**src/rtl/pcm_port_pkg.sv**
```systemverilog
// Shared types for the PCM serial port.
package pcm_port_pkg;

    // Framing discipline decoded from the straps.
    typedef enum logic [1:0] {
        FRM_SHORT = 2'd0,
        FRM_LONG  = 2'd1,
        FRM_IDL   = 2'd2,
        FRM_GCI   = 2'd3
    } frame_mode_e;

endpackage

```
**src/rtl/pcm_mode_decode.sv**
```systemverilog
// Decodes the framing mode from the straps and routes clock and sync for the
// receive side. Assumes straps are static while a frame is in flight.
module pcm_mode_decode
    import pcm_port_pkg::*;
#(
    parameter int WORD_BITS = 8,
    parameter int IDL_GAP   = 10,
    parameter int CNT_W     = 6
) (
    input  logic             shared_sel,
    input  logic             long_sel,
    input  logic             tx_bclk,
    input  logic             tx_fsync,
    input  logic             rx_bclk,
    input  logic             rx_fsync,
    output logic             rx_clk_sel,
    output logic             rx_sync_sel,
    output logic             short_sync,
    output logic             two_tick,
    output logic [CNT_W-1:0] slot_off
);

    frame_mode_e mode;

    // Pick the mode from straps; rx_bclk is a level strap in shared modes.
    always_comb begin
        if (shared_sel) mode = rx_bclk ? FRM_IDL : FRM_GCI;
        else            mode = long_sel ? FRM_LONG : FRM_SHORT;
    end

    // Route receive timing and derive slot geometry.
    always_comb begin
        rx_clk_sel  = shared_sel ? tx_bclk  : rx_bclk;
        rx_sync_sel = shared_sel ? tx_fsync : rx_fsync;
        short_sync  = (mode == FRM_SHORT);
        two_tick    = (mode == FRM_GCI);
        slot_off    = '0;
        if (mode == FRM_IDL && rx_fsync) slot_off = CNT_W'(IDL_GAP);
        if (mode == FRM_GCI && rx_fsync) slot_off = CNT_W'(2 * WORD_BITS);
    end

endmodule

```
**src/rtl/pcm_slot_timer.sv**
```systemverilog
// Counts bit-clock rising edges from the frame start and reports whether the
// current bit time lies in the selected slot. Bit clock and sync are assumed
// to be slow levels sampled by clk. USE_FALL selects the event reported.
module pcm_slot_timer #(
    parameter int WORD_BITS = 8,
    parameter int CNT_W     = 6,
    parameter bit USE_FALL  = 1'b0,
    localparam int IDX_W    = $clog2(WORD_BITS)
) (
    input  logic             clk,
    input  logic             rst_n,
    input  logic             pwr_dn,
    input  logic             bclk,
    input  logic             fsync,
    input  logic             short_sync,
    input  logic             two_tick,
    input  logic [CNT_W-1:0] slot_off,
    output logic             evt,
    output logic             in_slot,
    output logic             phase0,
    output logic [IDX_W-1:0] idx
);

    localparam logic [CNT_W-1:0] SAT = '1;

    logic             bclk_q, fs_q;
    logic [CNT_W-1:0] cnt, tick_next, tick_now, rel, span;
    logic             rise, fall, start;

    // Edge and frame-start detection.
    always_comb begin
        rise  = bclk & ~bclk_q;
        fall  = ~bclk & bclk_q;
        start = rise & (short_sync ? (~fsync & fs_q) : (fsync & ~fs_q));
        evt   = USE_FALL ? fall : rise;
    end

    // Tick position of the current bit time and slot membership.
    always_comb begin
        if (start)           tick_next = '0;
        else if (cnt == SAT) tick_next = SAT;
        else                 tick_next = cnt + 1'b1;
        tick_now = rise ? tick_next : cnt;
        rel      = tick_now - slot_off;
        span     = two_tick ? CNT_W'(2 * WORD_BITS) : CNT_W'(WORD_BITS);
        in_slot  = ~pwr_dn && (tick_now != SAT) && (tick_now >= slot_off) && (rel < span);
        phase0   = two_tick ? ~rel[0] : 1'b1;
        idx      = two_tick ? rel[IDX_W:1] : rel[IDX_W-1:0];
    end

    // Clock history, sync history and tick counter.
    always_ff @(posedge clk) begin
        if (!rst_n) begin
            bclk_q <= 1'b0;
            fs_q   <= 1'b0;
            cnt    <= SAT;
        end else begin
            bclk_q <= bclk;
            if (rise) fs_q <= fsync;
            if (pwr_dn)    cnt <= SAT;
            else if (rise) cnt <= tick_next;
        end
    end

endmodule

```
**src/rtl/pcm_tx_shift.sv**
```systemverilog
// Captures the parallel word at the first bit of the slot and drives it MSB
// first, updating only on bit-clock rising events.
module pcm_tx_shift #(
    parameter int WORD_BITS = 8,
    localparam int IDX_W    = $clog2(WORD_BITS)
) (
    input  logic                 clk,
    input  logic                 rst_n,
    input  logic                 rise_evt,
    input  logic                 in_slot,
    input  logic                 phase0,
    input  logic [IDX_W-1:0]     idx,
    input  logic [WORD_BITS-1:0] tx_word,
    output logic                 dout,
    output logic                 oe,
    output logic                 taken
);

    logic [WORD_BITS-1:0] hold_q;
    logic [IDX_W-1:0]     sel;

    // Bit position within the held word.
    always_comb sel = IDX_W'(WORD_BITS - 1) - idx;

    // Output bit, enable window and capture strobe.
    always_ff @(posedge clk) begin
        if (!rst_n) begin
            hold_q <= '0;
            dout   <= 1'b0;
            oe     <= 1'b0;
            taken  <= 1'b0;
        end else begin
            taken <= 1'b0;
            if (rise_evt) begin
                if (in_slot && phase0) begin
                    oe <= 1'b1;
                    if (idx == '0) begin
                        hold_q <= tx_word;
                        dout   <= tx_word[WORD_BITS-1];
                        taken  <= 1'b1;
                    end else begin
                        dout <= hold_q[sel];
                    end
                end else if (!in_slot) begin
                    oe <= 1'b0;
                end
            end
        end
    end

endmodule

```
**src/rtl/pcm_rx_shift.sv**
```systemverilog
// Shifts serial receive data in on falling bit-clock events, MSB first, and
// publishes the word with a one-cycle strobe after the last bit.
module pcm_rx_shift #(
    parameter int WORD_BITS = 8,
    localparam int IDX_W    = $clog2(WORD_BITS)
) (
    input  logic                 clk,
    input  logic                 rst_n,
    input  logic                 fall_evt,
    input  logic                 in_slot,
    input  logic                 phase0,
    input  logic [IDX_W-1:0]     idx,
    input  logic                 din,
    output logic [WORD_BITS-1:0] word,
    output logic                 valid
);

    logic [WORD_BITS-1:0] sh_q;
    logic [WORD_BITS-1:0] sh_next;

    // Shift register contents after taking the current bit.
    always_comb sh_next = {sh_q[WORD_BITS-2:0], din};

    // Shift, publish and strobe.
    always_ff @(posedge clk) begin
        if (!rst_n) begin
            sh_q  <= '0;
            word  <= '0;
            valid <= 1'b0;
        end else begin
            valid <= 1'b0;
            if (fall_evt && in_slot && phase0) begin
                sh_q <= sh_next;
                if (idx == IDX_W'(WORD_BITS - 1)) begin
                    word  <= sh_next;
                    valid <= 1'b1;
                end
            end
        end
    end

endmodule

```
**src/rtl/pcm_serial_port.sv**
```systemverilog
// Multi-mode PCM serial data port: one word per frame in each direction with
// short, long, IDL-style and GCI-style framing. All serial inputs are sampled
// by clk, which must run several times faster than any bit clock.
module pcm_serial_port #(
    parameter int WORD_BITS = 8,
    parameter int IDL_GAP   = 10
) (
    input  logic                 clk,
    input  logic                 rst_n,
    input  logic                 pwr_dn,
    input  logic                 shared_sel,
    input  logic                 long_sel,
    input  logic                 tx_bclk,
    input  logic                 tx_fsync,
    input  logic                 rx_bclk,
    input  logic                 rx_fsync,
    input  logic [WORD_BITS-1:0] tx_word,
    output logic                 tx_taken,
    output logic                 dt_out,
    output logic                 dt_en,
    input  logic                 dr_in,
    output logic [WORD_BITS-1:0] rx_word,
    output logic                 rx_valid
);

    localparam int IDX_W    = $clog2(WORD_BITS);
    localparam int MAX_TICK = (4 * WORD_BITS > IDL_GAP + WORD_BITS) ? 4 * WORD_BITS : IDL_GAP + WORD_BITS;
    localparam int CNT_W    = $clog2(MAX_TICK) + 1;

    logic             rx_clk_sel, rx_sync_sel, short_sync, two_tick;
    logic [CNT_W-1:0] slot_off;
    logic             tx_rise, tx_in_slot, tx_phase0;
    logic [IDX_W-1:0] tx_idx;
    logic             rx_fall, rx_in_slot, rx_phase0;
    logic [IDX_W-1:0] rx_idx;
    logic             oe_q;

    pcm_mode_decode #(.WORD_BITS(WORD_BITS), .IDL_GAP(IDL_GAP), .CNT_W(CNT_W)) u_decode (
        .shared_sel(shared_sel), .long_sel(long_sel),
        .tx_bclk(tx_bclk), .tx_fsync(tx_fsync),
        .rx_bclk(rx_bclk), .rx_fsync(rx_fsync),
        .rx_clk_sel(rx_clk_sel), .rx_sync_sel(rx_sync_sel),
        .short_sync(short_sync), .two_tick(two_tick), .slot_off(slot_off)
    );

    pcm_slot_timer #(.WORD_BITS(WORD_BITS), .CNT_W(CNT_W), .USE_FALL(1'b0)) u_tx_timer (
        .clk(clk), .rst_n(rst_n), .pwr_dn(pwr_dn),
        .bclk(tx_bclk), .fsync(tx_fsync),
        .short_sync(short_sync), .two_tick(two_tick), .slot_off(slot_off),
        .evt(tx_rise), .in_slot(tx_in_slot), .phase0(tx_phase0), .idx(tx_idx)
    );

    pcm_slot_timer #(.WORD_BITS(WORD_BITS), .CNT_W(CNT_W), .USE_FALL(1'b1)) u_rx_timer (
        .clk(clk), .rst_n(rst_n), .pwr_dn(pwr_dn),
        .bclk(rx_clk_sel), .fsync(rx_sync_sel),
        .short_sync(short_sync), .two_tick(two_tick), .slot_off(slot_off),
        .evt(rx_fall), .in_slot(rx_in_slot), .phase0(rx_phase0), .idx(rx_idx)
    );

    pcm_tx_shift #(.WORD_BITS(WORD_BITS)) u_tx (
        .clk(clk), .rst_n(rst_n), .rise_evt(tx_rise), .in_slot(tx_in_slot),
        .phase0(tx_phase0), .idx(tx_idx), .tx_word(tx_word),
        .dout(dt_out), .oe(oe_q), .taken(tx_taken)
    );

    pcm_rx_shift #(.WORD_BITS(WORD_BITS)) u_rx (
        .clk(clk), .rst_n(rst_n), .fall_evt(rx_fall), .in_slot(rx_in_slot),
        .phase0(rx_phase0), .idx(rx_idx), .din(dr_in),
        .word(rx_word), .valid(rx_valid)
    );

    // Output release while powered down.
    always_comb dt_en = oe_q & ~pwr_dn;

endmodule

```
**config.mk**
```make
export PLATFORM = sky130hd
export DESIGN_NAME = pcm_serial_port
export DESIGN_NICKNAME = d
export VERILOG_FILES = /design/src/rtl/pcm_port_pkg.sv /design/src/rtl/pcm_mode_decode.sv /design/src/rtl/pcm_slot_timer.sv /design/src/rtl/pcm_tx_shift.sv /design/src/rtl/pcm_rx_shift.sv /design/src/rtl/pcm_serial_port.sv
export SDC_FILE = /design/constraint.sdc
export NUM_CORES = 1
export LEC_CHECK = 0
export ABC_AREA = 0
export ABC_CLOCK_PERIOD_IN_PS = 5300
export BUFFER_PORTS_ARGS = -buffer_cell sky130_fd_sc_hd__buf_2
export CORE_MARGIN = 1.5
export CORE_UTILIZATION = 40
export CTS_BUF_LIST = sky130_fd_sc_hd__clkbuf_4 sky130_fd_sc_hd__clkbuf_8
export CTS_CLUSTER_DIAMETER = 60
export CTS_CLUSTER_SIZE = 14
export DETAILED_ROUTE_END_ITERATION = 8
export PLACE_DENSITY = 0.7
export SYNTH_ARGS = -nofsm -noshare
export SYNTH_HDL_FRONTEND = slang
export SYNTH_SLANG_ARGS = --single-unit
```
**constraint.sdc**
```tcl
create_clock -name clk -period 5.3 [get_ports clk]
set_input_delay 0.53 -clock clk [delete_from_list [all_inputs] [get_ports clk]]
set_output_delay 0.53 -clock clk [all_outputs]
set_load 0.01 [all_outputs]
```
# --- After elaboration in Yosys (flattened, before gate mapping) ---
# Index checks and enable logic that the tools add are counted.
totals:
  out_inout_bits: 12
  wordCells: 99
  ff_bits: 43
  input_bits: 18
op_classes:
  n_lt_le_gt_ge: 5
  mux: 27
  eq_ne: 8
  n_bitwise: 21
  n_addsub: 5
  n_reduce_logical: 20
op_table:
  columns: ["operator", "n"]
  rows:
  - ["$mux 6", 6]
  - ["$mux 1", 14]
  - ["$add 6x1->6 const B", 2]
  - ["$eq 6x6->1 const B", 2]
  - ["$ge 6x5->1", 2]
  - ["$lt 6x6->1", 2]
  - ["$ne 6x6->1 const B", 2]
  - ["$sub 6x5->6", 2]
  - ["$logic_and 1x1->1", 11]
  - ["$not 1->1", 11]
  - ["$and 1x1->1", 10]
  - ["$mux 5", 2]
  - ["$reduce_and 2->1", 4]
  - ["$mux 3", 2]
  - ["$reduce_and 3->1", 2]
  - ["$eq 2x2->1 const B", 2]
  - ["$lt 3x4->1 const B", 1]
  - ["$mux 4", 1]
  - ["$bmux 1 s3", 1]
  - ["$eq 3x3->1 const B", 1]
  - ["$logic_not 3->1", 1]
  - ["$sub 3x3->3 const A", 1]
  - ["$logic_not 2->1", 1]
  - ["$mux 2", 1]
  - ["2 further kinds", 2]

# --- Depth between registers and ports, before layout ---
# Gate-level depths: netlist of the first run.
logic_depth:
  word_depth: 14
  mapped_depth: 19
  mapped_depth_nobuf: 17

# --- By module ---
# From an unflattened synthesis of the first run, not the netlist that was laid out.
unflattened:
  hier_cells: 334
  area_unflattened_um2: 2834.0
by_module_without_submodules:
  columns: ["module", "area_each_um2", "cells_per_inst", "seq_area_each_um2", "instances"]
  rows:
  - ["pcm_slot_timer (u_rx_timer)", 855.8, 108, 160.2, 1]
  - ["pcm_slot_timer (u_tx_timer)", 830.8, 111, 160.2, 1]
  - ["pcm_rx_shift", 630.6, 61, 320.3, 1]
  - ["pcm_tx_shift", 421.7, 42, 200.2, 1]
  - ["pcm_mode_decode", 81.3, 11, 0.0, 1]
  - ["pcm_serial_port", 13.8, 1, 0.0, 1]

# --- Worst setup path after synthesis of the first run ---
# OpenSTA, ideal clock, no wires.
synth_timing:
  path_type: "input to register"
  from: "input long_sel"
  to: "register u_rx.word[0]"
  setup_slack_ps: 1485
  setup_time_ps: 72
  arrival_time_ps: 3744
  path_buffers: 1
  required_time_ps: 5228
  cell_stages: 16
  cell_sequence: "or4b_1 > o211ai_2 > o21ai_0 > o21a_1 > ha_1 > a21oi_1 > xnor2_1 > ha_1 > nor4b_1 > nand3_1 > nor2_1 > o311ai_1 > a32oi_4 > o2111a_1 > buf_6 > mux2i_1"
synth_between:
  elab_chain_cells: 14
  word_cells_on_any_way: 28
  cone_classes: "add/sub: 1; order compare: 2; eq/ne: 4; mux: 10; bitwise: 2; reduce/logical: 9"
synth_rtl:
  columns: ["item", "line", "source"]
  rows:
  - ["start, declared", "pcm_serial_port.sv:12", "input logic long_sel,"]
  - ["$mux 1 *", "pcm_mode_decode.sv:28", "else mode = long_sel ? FRM_LONG : FRM_SHORT;"]
  - ["$mux 2 *", "pcm_mode_decode.sv:27", "if (shared_sel) mode = rx_bclk ? FRM_IDL : FRM_GCI;"]
  - ["$logic_not 2->1 *", "pcm_mode_decode.sv:35", "short_sync = (mode == FRM_SHORT);"]
  - ["$mux 1 *", "pcm_slot_timer.sv:34", "start = rise & (short_sync ? (~fsync & fs_q) : (fsync & ~fs_q));"]
  - ["$and 1x1->1 *", "pcm_slot_timer.sv:34", null]
  - ["$mux 6 *", "pcm_slot_timer.sv:40", "if (start) tick_next = '0;"]
  - ["$mux 6 *", "pcm_slot_timer.sv:43", "tick_now = rise ? tick_next : cnt;"]
  - ["via u_rx_timer.tick_now[3]", "pcm_slot_timer.sv:27", "logic [CNT_W-1:0] cnt, tick_next, tick_now, rel, span;"]
  - ["branches (longest 6 deep; another with $sub 6x5->6)", null, null]
  - ["$reduce_and 2->1 (no line) *", null, null]
  - ["end signal, assigned", "pcm_rx_shift.sv:35", "word <= sh_next;"]
  - ["end, declared", "pcm_rx_shift.sv:14", "output logic [WORD_BITS-1:0] word,"]
# Mark *: on every way through the listed nets, which the timed path passes.
# A chain may end at the register's enable or synchronous reset.

# --- Final worst setup path of the first run ---
layout_timing:
  from: "register u_rx_timer.cnt[0]"
  to: "register u_rx.word[2]"
layout_between:
  elab_chain_cells: 11
  word_cells_on_any_way: 19
  cone_classes: "add/sub: 2; order compare: 2; eq/ne: 3; mux: 5; bitwise: 1; reduce/logical: 6"
layout_rtl:
  columns: ["item", "line", "source"]
  rows:
  - ["start, declared", "pcm_slot_timer.sv:27", null]
  - ["start signal, assigned", "pcm_slot_timer.sv:61", "else if (rise) cnt <= tick_next;"]
  - ["$add 6x1->6 or $eq 6x6->1 (tied branches)", "pcm_slot_timer.sv:42, pcm_slot_timer.sv:41", null]
  - ["$mux 6 *", "pcm_slot_timer.sv:41", "else if (cnt == SAT) tick_next = SAT;"]
  - ["$mux 6 *", "pcm_slot_timer.sv:40", null]
  - ["$mux 6 *", "pcm_slot_timer.sv:43", null]
  - ["via u_rx_timer.tick_now[3]", "pcm_slot_timer.sv:27", null]
  - ["branches (longest 6 deep; another with $sub 6x5->6)", null, null]
  - ["$reduce_and 2->1 (no line) *", null, null]
# Marked as above.

==> results of run 1 <==
## placed cells by master (no fill, tap or decap), types with 2 or more instances in the layout
| cell | instances |
|---|---|
| nand2_1 | 55 |
| dfxtp_1 | 43 |
| mux2i_1 | 31 |
| buf_2 | 29 |
| nor2_1 | 22 |
| a21oi_1 | 15 |
| nand3_1 | 14 |
| ha_1 | 12 |
| o21ai_0 | 11 |
| inv_1 | 10 |
| nand2b_1 | 9 |
| nor2b_1 | 7 |
| nand4_1 | 6 |
| nor3_1 | 5 |
| clkbuf_8 | 5 |
| o21ai_1 | 4 |
| and2_1 | 4 |
| xnor2_1 | 4 |
| and3_1 | 3 |
| a211oi_1 | 3 |
| a31oi_1 | 3 |
| a31o_2 | 3 |
| o31ai_1 | 3 |
| mux2_2 | 3 |
| o21bai_1 | 2 |
| or4b_1 | 2 |
| a21o_1 | 2 |
| or2_1 | 2 |
| o21a_1 | 2 |
| a211o_1 | 2 |
## cell families (layout without fill, tap and decap cells)
family | after synthesis | count (layout)
buffers and inverters | 25 | 47
adders and majority gates | 12 | 12
AOI/OAI and AO/OA | 65 | 65
and+or+nand+nor | 137 | 137
xor gates and xnor gates | 4 | 4
muxes | 35 | 35
DFF | 43 | 43
## per-layer routing
| layer | track usage | up-vias | wire length [µm] |
|---|---|---|---|
| met2 | 0.249 | 49 | 2490 |
| met5 | 0 | - | 0 |
| met3 | 0.0364 | 4 | 249 |
| li1 | - | 1187 | - |
| met1 | 0.245 | 1077 | 3030 |
| met4 | 0.0499 | 0 | 46 |
## sequential cells by signal, indices dropped and copies added, names as in the netlist
signal / count
u_tx_timer.fs_q: 1
u_tx.oe: 1
u_tx_timer.cnt: 6
u_tx.dout: 1
u_rx.sh_q: 7
u_rx.valid: 1
u_tx.hold_q: 8
u_tx_timer.bclk_q: 1
u_rx_timer.bclk_q: 1
u_rx_timer.cnt: 6
u_rx.word: 8
u_tx.taken: 1
u_rx_timer.fs_q: 1
## synth_stat cells, drive strengths merged, types with 2 or more instances
| cell type | count |
|---|---|
| and3 | 3 |
| dfxtp | 43 |
| o21ai | 15 |
| inv | 10 |
| nand3 | 14 |
| xnor2 | 4 |
| o21bai | 3 |
| a31o | 3 |
| nand2 | 55 |
| o31ai | 3 |
| or4b | 2 |
| a211oi | 3 |
| mux2i | 32 |
| a211o | 2 |
| nor3 | 5 |
| a21o | 2 |
| o21a | 2 |
| a21oi | 15 |
| nor2b | 7 |
| nand2b | 9 |
| or2 | 3 |
| clkbuf | 11 |
| nand4 | 6 |
| ha | 12 |
| a31oi | 4 |
| and2 | 4 |
| mux2 | 3 |
| nor2 | 22 |
| buf | 4 |
## final timing paths
path                     start             end  cells past startpoint  slack, ns
min reg2reg     u_tx.hold_q[2]  u_tx.hold_q[2]                      2       0.46
max reg2reg  u_rx_timer.cnt[0]    u_rx.word[2]                     17       1.03
min             u_tx.hold_q[2]  u_tx.hold_q[2]                      2       0.46
max          u_rx_timer.cnt[0]    u_rx.word[2]                     17       1.03
## layout make-up
| class | count | area, µm² | share of cell area |
|---|---|---|---|
| tap | 77 | 96.3 | 0.0326 |
| multi-input combinational | 253 | 1700 | 0.576 |
| clock inverter | 2 | 37.5 | 0.0127 |
| inverter | 10 | 37.5 | 0.0127 |
| timing repair buffer | 30 | 153 | 0.0517 |
| sequential | 43 | 861 | 0.291 |
| clock buffer | 5 | 68.8 | 0.0233 |
## worst max-delay path: stages (launching register included)
cell and delay [ns]:
dfxtp_1 0.47, ha_1 0.36, and3_1 0.26, nor2_1 0.07, and2_1 0.15, o21ai_0 0.13, o21a_1 0.15, ha_1 0.28
a21oi_1 0.19, xnor2_1 0.09, ha_1 0.18, nor4b_1 0.27, nand3_1 0.12, nor2_1 0.11, o311ai_1 0.15, a32oi_4 0.38
o2111a_1 0.58, mux2i_1 0.24
## through the flow
step | cell area (µm²) | cells | hold slack (ns)
after floorplan | 2670 | 321 | 0.437
after global placement | 2850 | 413 | 0.440
after detailed placement | 2850 | 413 | 0.446
after CTS | 2950 | 420 | 0.461
after global routing | 2950 | 420 | 0.465
final | 2950 | 420 | 0.459
## where the power goes
part           internal [µW]  switching [µW]
logic                   76.4             107
registers                330            9.01
clock network            138             118
total                    544             234
==> impl_metrics.py, run 1 <==
metrics = {
    "cts": {
        "cts_max_path_buffers": 2,
        "clock-sinks": 43,
        "cts_hold_buf": 0,
        "tritoncts.num_buffers": 5,
        "cts_setup_buffers": 0,
        "htree_levels": 2,
        "clk_pin_slew_worst_paths_ns": 0.08,
        "cts_root_buf": "clkbuf_8",
        "worstSkewPairLatency_ns": 0.30,
        "ctsResizeCount": 0,
        "cts_tree": "yes",
    },
    "sta": {
        "relSlewSlack": 0.328,
        "rsz0062_at_grt": "false",
        "fmax_ghz": 0.234,
        "finalSetupTns_ns": 0,
        "period_needed_ns": 4.27,
        "finalCritPeriodShare": 0.805,
        "report.final.slew_viol_count": 0,
        "skew_ns": 0.00863,
        "finalSetupViolCount": 0,
        "timing.final.ws_setup_ns": 1.03,
        "worst_pin_slew_ns": 1.00,
        "finalHoldViolCount": 0,
    },
    "logic_synthesis": {
        "syn_nets": 351,
        "synthAdderAreaFrac": 0.0562,
        "synth_ff_type": "dfxtp_1",
        "synth_cells": 321,
        "synth_area_leaders": "dfxtp_1 32%, mux2i_1 12%, nand2_1 7.7%",
        "synth-edff-count": 0,
        "synth.yosys.warnings": 0,
        "synth_compound_area_frac": 0.181,
        "synth_area_um2": 2670,
        "synth_top_cell_area_share": 0.322,
        "syn_avg_cell_area_um2": 8.32,
        "synth-simple-area-share": 0.249,
        "seq_area_frac_synth": 0.322,
        "synth_mux_area_frac": 0.137,
        "async_reset_ff_frac": 0,
        "synth_top_area_cell": "dfxtp_1",
        "synth.ff_latch_count": 43,
        "synthDistinctLibCells": 56,
        "synth_xor_area_frac": 0.0131,
        "synth_top_family_by_area": "simple AND/OR/NAND/NOR gates",
    },
    "cells_and_area": {
        "syn_to_final_growth_pct": 10.6,
        "fill_cells": 636,
        "layout-drive-gt1-share": 0.146,
        "nets": 373,
        "n_antenna_cell": 0,
        "utilization": 0.463,
    },
    "run_status": {
        "status": "completed",
    },
    "routing": {
        "drt.antenna.violating_nets": 0,
        "routedWlPerCell_um": 13.9,
        "drtIter0Drc": 85,
        "vias": 2317,
        "wirelength_mm": 5.82,
        "via_per_inst": 5.52,
        "drcViolationCount": 0,
        "dr.pass1.iters": 4,
    },
    "setup_path": {
        "startpoint_type": "flip-flop",
        "end_kind": "flip-flop",
        "cp.required_ns": 5.52,
        "worstSetupPathType": "reg2reg",
        "crit_path_max_fanout": 9,
        "arrival_ns": 4.49,
    },
    "floorplan": {
        "die-area_um2": 7180,
        "rows": 29,
        "initial_utilization": 0.418,
        "coreArea_um2": 6390,
        "die_w_um": 84.7,
        "dieHeight_um": 84.7,
        "ios": 30,
    },
    "min_path": {
        "min_path_type": "reg2reg",
    },
    "placement": {
        "io_buffers": 29,
        "pre_cts_slack_ns": 0.797,
        "routabilityCongestion": 0.949,
        "dp.final_hpwl_mm": 4.29,
    },
    "global_routing": {
        "grt_max_degree": 37,
        "grt_pass1_wl_mm": 9.87,
        "antenna_found_initial": 0,
        "overflow": 0,
        "grt_usage": 0.168,
        "grt_pass1_vias": 2127,
    },
    "pwr": {
        "p_leak_uw": 0.00128,
        "power_density_nw_per_um2": 263,
        "peakVddDrop_uv": 147,
        "p_total_uw": 778,
    },
    "job": {
        "cap_violations": 0,
    },
}
Note: power is estimated with default switching activity, not from simulation.
==> run 2: changes to the inputs <==
--- a/config.mk
+++ b/config.mk
@@ -5,8 +5,8 @@
 export SDC_FILE = /design/constraint.sdc
 export NUM_CORES = 1
 export LEC_CHECK = 0
-export ABC_AREA = 0
-export ABC_CLOCK_PERIOD_IN_PS = 5300
+export ABC_AREA = 1
+export ABC_CLOCK_PERIOD_IN_PS = 3910
 export BUFFER_PORTS_ARGS = -buffer_cell sky130_fd_sc_hd__buf_2
 export CORE_MARGIN = 1.5
 export CORE_UTILIZATION = 40
@@ -14,7 +14,7 @@
 export CTS_CLUSTER_DIAMETER = 60
 export CTS_CLUSTER_SIZE = 14
 export DETAILED_ROUTE_END_ITERATION = 8
-export PLACE_DENSITY = 0.7
+export PLACE_DENSITY = 0.72
 export SYNTH_ARGS = -nofsm -noshare
 export SYNTH_HDL_FRONTEND = slang
 export SYNTH_SLANG_ARGS = --single-unit
==> constraint.sdc (replaced) <==
create_clock -name clk -period 3.91 [get_ports clk]
set_input_delay 0.391 -clock clk [delete_from_list [all_inputs] [get_ports clk]]
set_output_delay 0.391 -clock clk [all_outputs]
set_load 0.01 [all_outputs]
==> impl_metrics.py, run 2 <==
metrics = {
    "run_status": {
        "status": "completed",
    },
    "cells_and_area": {
        "n_antenna_cell": 0,
        "final_common_cell": "nand2_1",
        "final_cell_count_no_fill": 522,
        "fill_cells": 653,
        "largestRegisters": "u_rx.word (8), u_tx.hold_q (8), u_rx.sh_q (7)",
        "nets": 474,
        "utilization": 0.465,
        "layout-drive-gt1-share": 0.142,
        "syn_to_final_growth_pct": 12.2,
        "most-common-layout-cells": "147 x nand2_1, 62 x nand3_1, 47 x inv_1",
    },
    "logic_synthesis": {
        "async_reset_ff_frac": 0,
        "syn_avg_cell_area_um2": 6.42,
        "synth.ff_latch_count": 43,
        "synth_top_area_cell": "dfxtp_1",
        "synth_area_um2": 2650,
        "synth.yosys.warnings": 0,
        "synthMostInstantiatedCell": "nand2_1",
        "syn_nets": 442,
        "synth_ff_type": "dfxtp_1",
        "seq_area_frac_synth": 0.325,
        "synth-edff-count": 0,
        "synthDistinctLibCells": 29,
        "netlist_top_cells_count": "147 x nand2_1, 62 x nand3_1, 47 x inv_1",
        "synth_area_leaders": "dfxtp_1 33%, nand2_1 21%, nand3_1 12%",
        "synth_top_cell_area_share": 0.325,
        "synth_cells": 412,
    },
    "sta": {
        "rsz0062_at_grt": "false",
        "worst_pin_slew_ns": 0.890,
        "finalCritPeriodShare": 0.885,
        "fmax_ghz": 0.289,
        "relSlewSlack": 0.405,
        "finalSetupViolCount": 0,
        "finalHoldViolCount": 0,
        "finalSetupTns_ns": 0,
        "report.final.slew_viol_count": 0,
        "skew_ns": 0.00553,
        "period_needed_ns": 3.46,
    },
    "cts": {
        "ctsResizeCount": 0,
        "cts_root_buf": "clkbuf_8",
        "htree_levels": 2,
        "cts_setup_buffers": 0,
        "cts_tree": "yes",
        "cts_max_path_buffers": 2,
        "cts_hold_buf": 0,
        "clk_pin_slew_worst_paths_ns": 0.09,
        "tritoncts.num_buffers": 5,
        "worstSkewPairLatency_ns": 0.29,
        "clock-sinks": 43,
    },
    "setup_path": {
        "worstSetupPathType": "reg2reg",
        "arrival_ns": 3.62,
        "crit_path_max_fanout": 9,
        "r2r-end": "u_tx.hold_q[6]",
        "rrSetupSlack_ns": 0.45,
        "cp.required_ns": 4.07,
        "startpoint_type": "flip-flop",
        "regToRegStartpoint": "u_tx_timer.cnt[0]",
        "reg2reg_depth": 22,
        "end_kind": "flip-flop",
    },
    "floorplan": {
        "rows": 29,
        "ios": 30,
        "coreArea_um2": 6390,
        "initial_utilization": 0.414,
        "die-area_um2": 7110,
        "die_w_um": 84.3,
        "dieHeight_um": 84.3,
    },
    "global_routing": {
        "grt_pass1_vias": 2440,
        "grt_pass1_wl_mm": 10.5,
        "overflow": 0,
        "grt_usage": 0.177,
        "antenna_found_initial": 0,
        "grt_max_degree": 21,
    },
    "pwr": {
        "power_density_nw_per_um2": 357,
        "peakVddDrop_uv": 207,
        "power_frac_clock": 0.278,
        "p_int_uw": 680,
        "p_leak_uw": 0.00156,
        "combPwrFrac": 0.287,
        "p_sw_uw": 379,
        "swShare": 0.358,
        "seqPwrFrac": 0.434,
    },
    "placement": {
        "dp.cells": 514,
        "routabilityCongestion": 0.842,
        "io_buffers": 29,
        "dp.final_hpwl_mm": 4.79,
    },
    "routing": {
        "routedWlPerCell_um": 11.6,
        "dr.pass1.iters": 4,
        "wirelength_mm": 6.05,
        "drtIter0Drc": 140,
        "via_per_inst": 5.08,
        "drt.antenna.violating_nets": 0,
        "vias": 2654,
        "drcViolationCount": 0,
    },
    "job": {
        "cap_violations": 0,
    },
    "min_path": {
        "min_path_type": "in2reg",
        "worstHoldPathCells": 3,
        "hold_end": "u_tx_timer.bclk_q",
        "min-delay-start": "tx_bclk",
    },
}
==> run 2: changes by cell type in the layout (fill, tap and decap cells not counted), sizes merged, moves of 4 or more <==
cell,before,now
nand2,55,153
and2,4,0
nor2,22,37
a21oi,15,20
mux2i,32,0
nand2b,9,0
nand3,14,65
a31oi,4,0
inv,10,50
nor2b,7,0
nand4,6,2
==> run 2: layout make-up <==
cell class | count | area [µm²] | area share
multi-input cells | 315 | 1580 | 0.533
clock inverters | 3 | 23.8 | 0.00801
inverters | 49 | 184 | 0.0619
flip-flops and latches | 43 | 861 | 0.290
repair buffers | 30 | 153 | 0.0514
clock buffers | 5 | 68.8 | 0.0232
well taps | 77 | 96.3 | 0.0324
==> run 2: power by group through the flow <==
stage / registers, µW / clock network, µW / logic (µW)
floorplan: 468 / 0 / 237
global placement: 470 / 0 / 295
detailed placement: 470 / 0 / 302
CTS: 460 / 301 / 305
global route: 462 / 318 / 351
finish: 460 / 295 / 304
==> run 2: cells by family after synthesis <==
group / Yosys count / synth area share
AO/OA/AOI/OAI: 35 / 0.0733
XOR/XNOR: 4 / 0.0132
adder cells (fa/ha/maj): 12 / 0.0567
buffers and inverters: 54 / 0.0766
flip-flops: 43 / 0.325
AND/OR/NAND/NOR: 264 / 0.455
==> run 2: per-stage QoR <==
step	hold WS (ns)	total power [µW]	cell area, µm²	worst slack [ns]
after floorplan	0.441	705	2650	0.897
after global placement	0.451	765	2880	0.495
after detailed placement	0.457	773	2880	0.393
after CTS	0.298	1070	2970	0.454
after global routing	0.316	1130	2970	0.0164
final	0.298	1060	2970	0.449
==> run 2: worst max-delay path: stages (launching register included) <==
cell and delay [ns]:
dfxtp_1 0.36, ha_1 0.25, nand2_1 0.11, nor2_1 0.05
nand2_1 0.12, nand3_1 0.10, nand2_1 0.09, nand2_1 0.07
ha_1 0.35, nand2_1 0.09, nand2_1 0.07, xnor2_1 0.17
inv_1 0.06, ha_1 0.17, or2_2 0.27, a21oi_1 0.12
nand3_1 0.09, nor2_1 0.15, nand2_1 0.12, nor2_4 0.21
nand2_2 0.16, nand2_1 0.11, a21oi_1 0.06
==> run 2: how the worst max path moves through the flow <==
stage | slack (ns) | endpoint | startpoint | cells past startpoint
6_report | 0.45 | u_tx.hold_q[6] | u_tx_timer.cnt[0] | 22
4_1_cts | 0.45 | u_tx.hold_q[4] | u_tx_timer.cnt[0] | 22
3_3_place_gp | 0.50 | u_tx.hold_q[4] | shared_sel | 19
5_1_grt | 0.02 | u_tx.hold_q[0] | u_tx_timer.cnt[0] | 22
2_1_floorplan | 0.90 | u_tx.hold_q[7] | u_tx_timer.cnt[0] | 22
3_5_place_dp | 0.39 | u_tx.hold_q[4] | shared_sel | 19
==> run 2: layer usage <==
metal  share of wire  vias up  track usage
li1                -     1387            -
met1            0.49     1210        0.239
met2            0.46       48        0.297
met3           0.042        9       0.0354
met4          0.0098        0       0.0352
met5               0        -            0
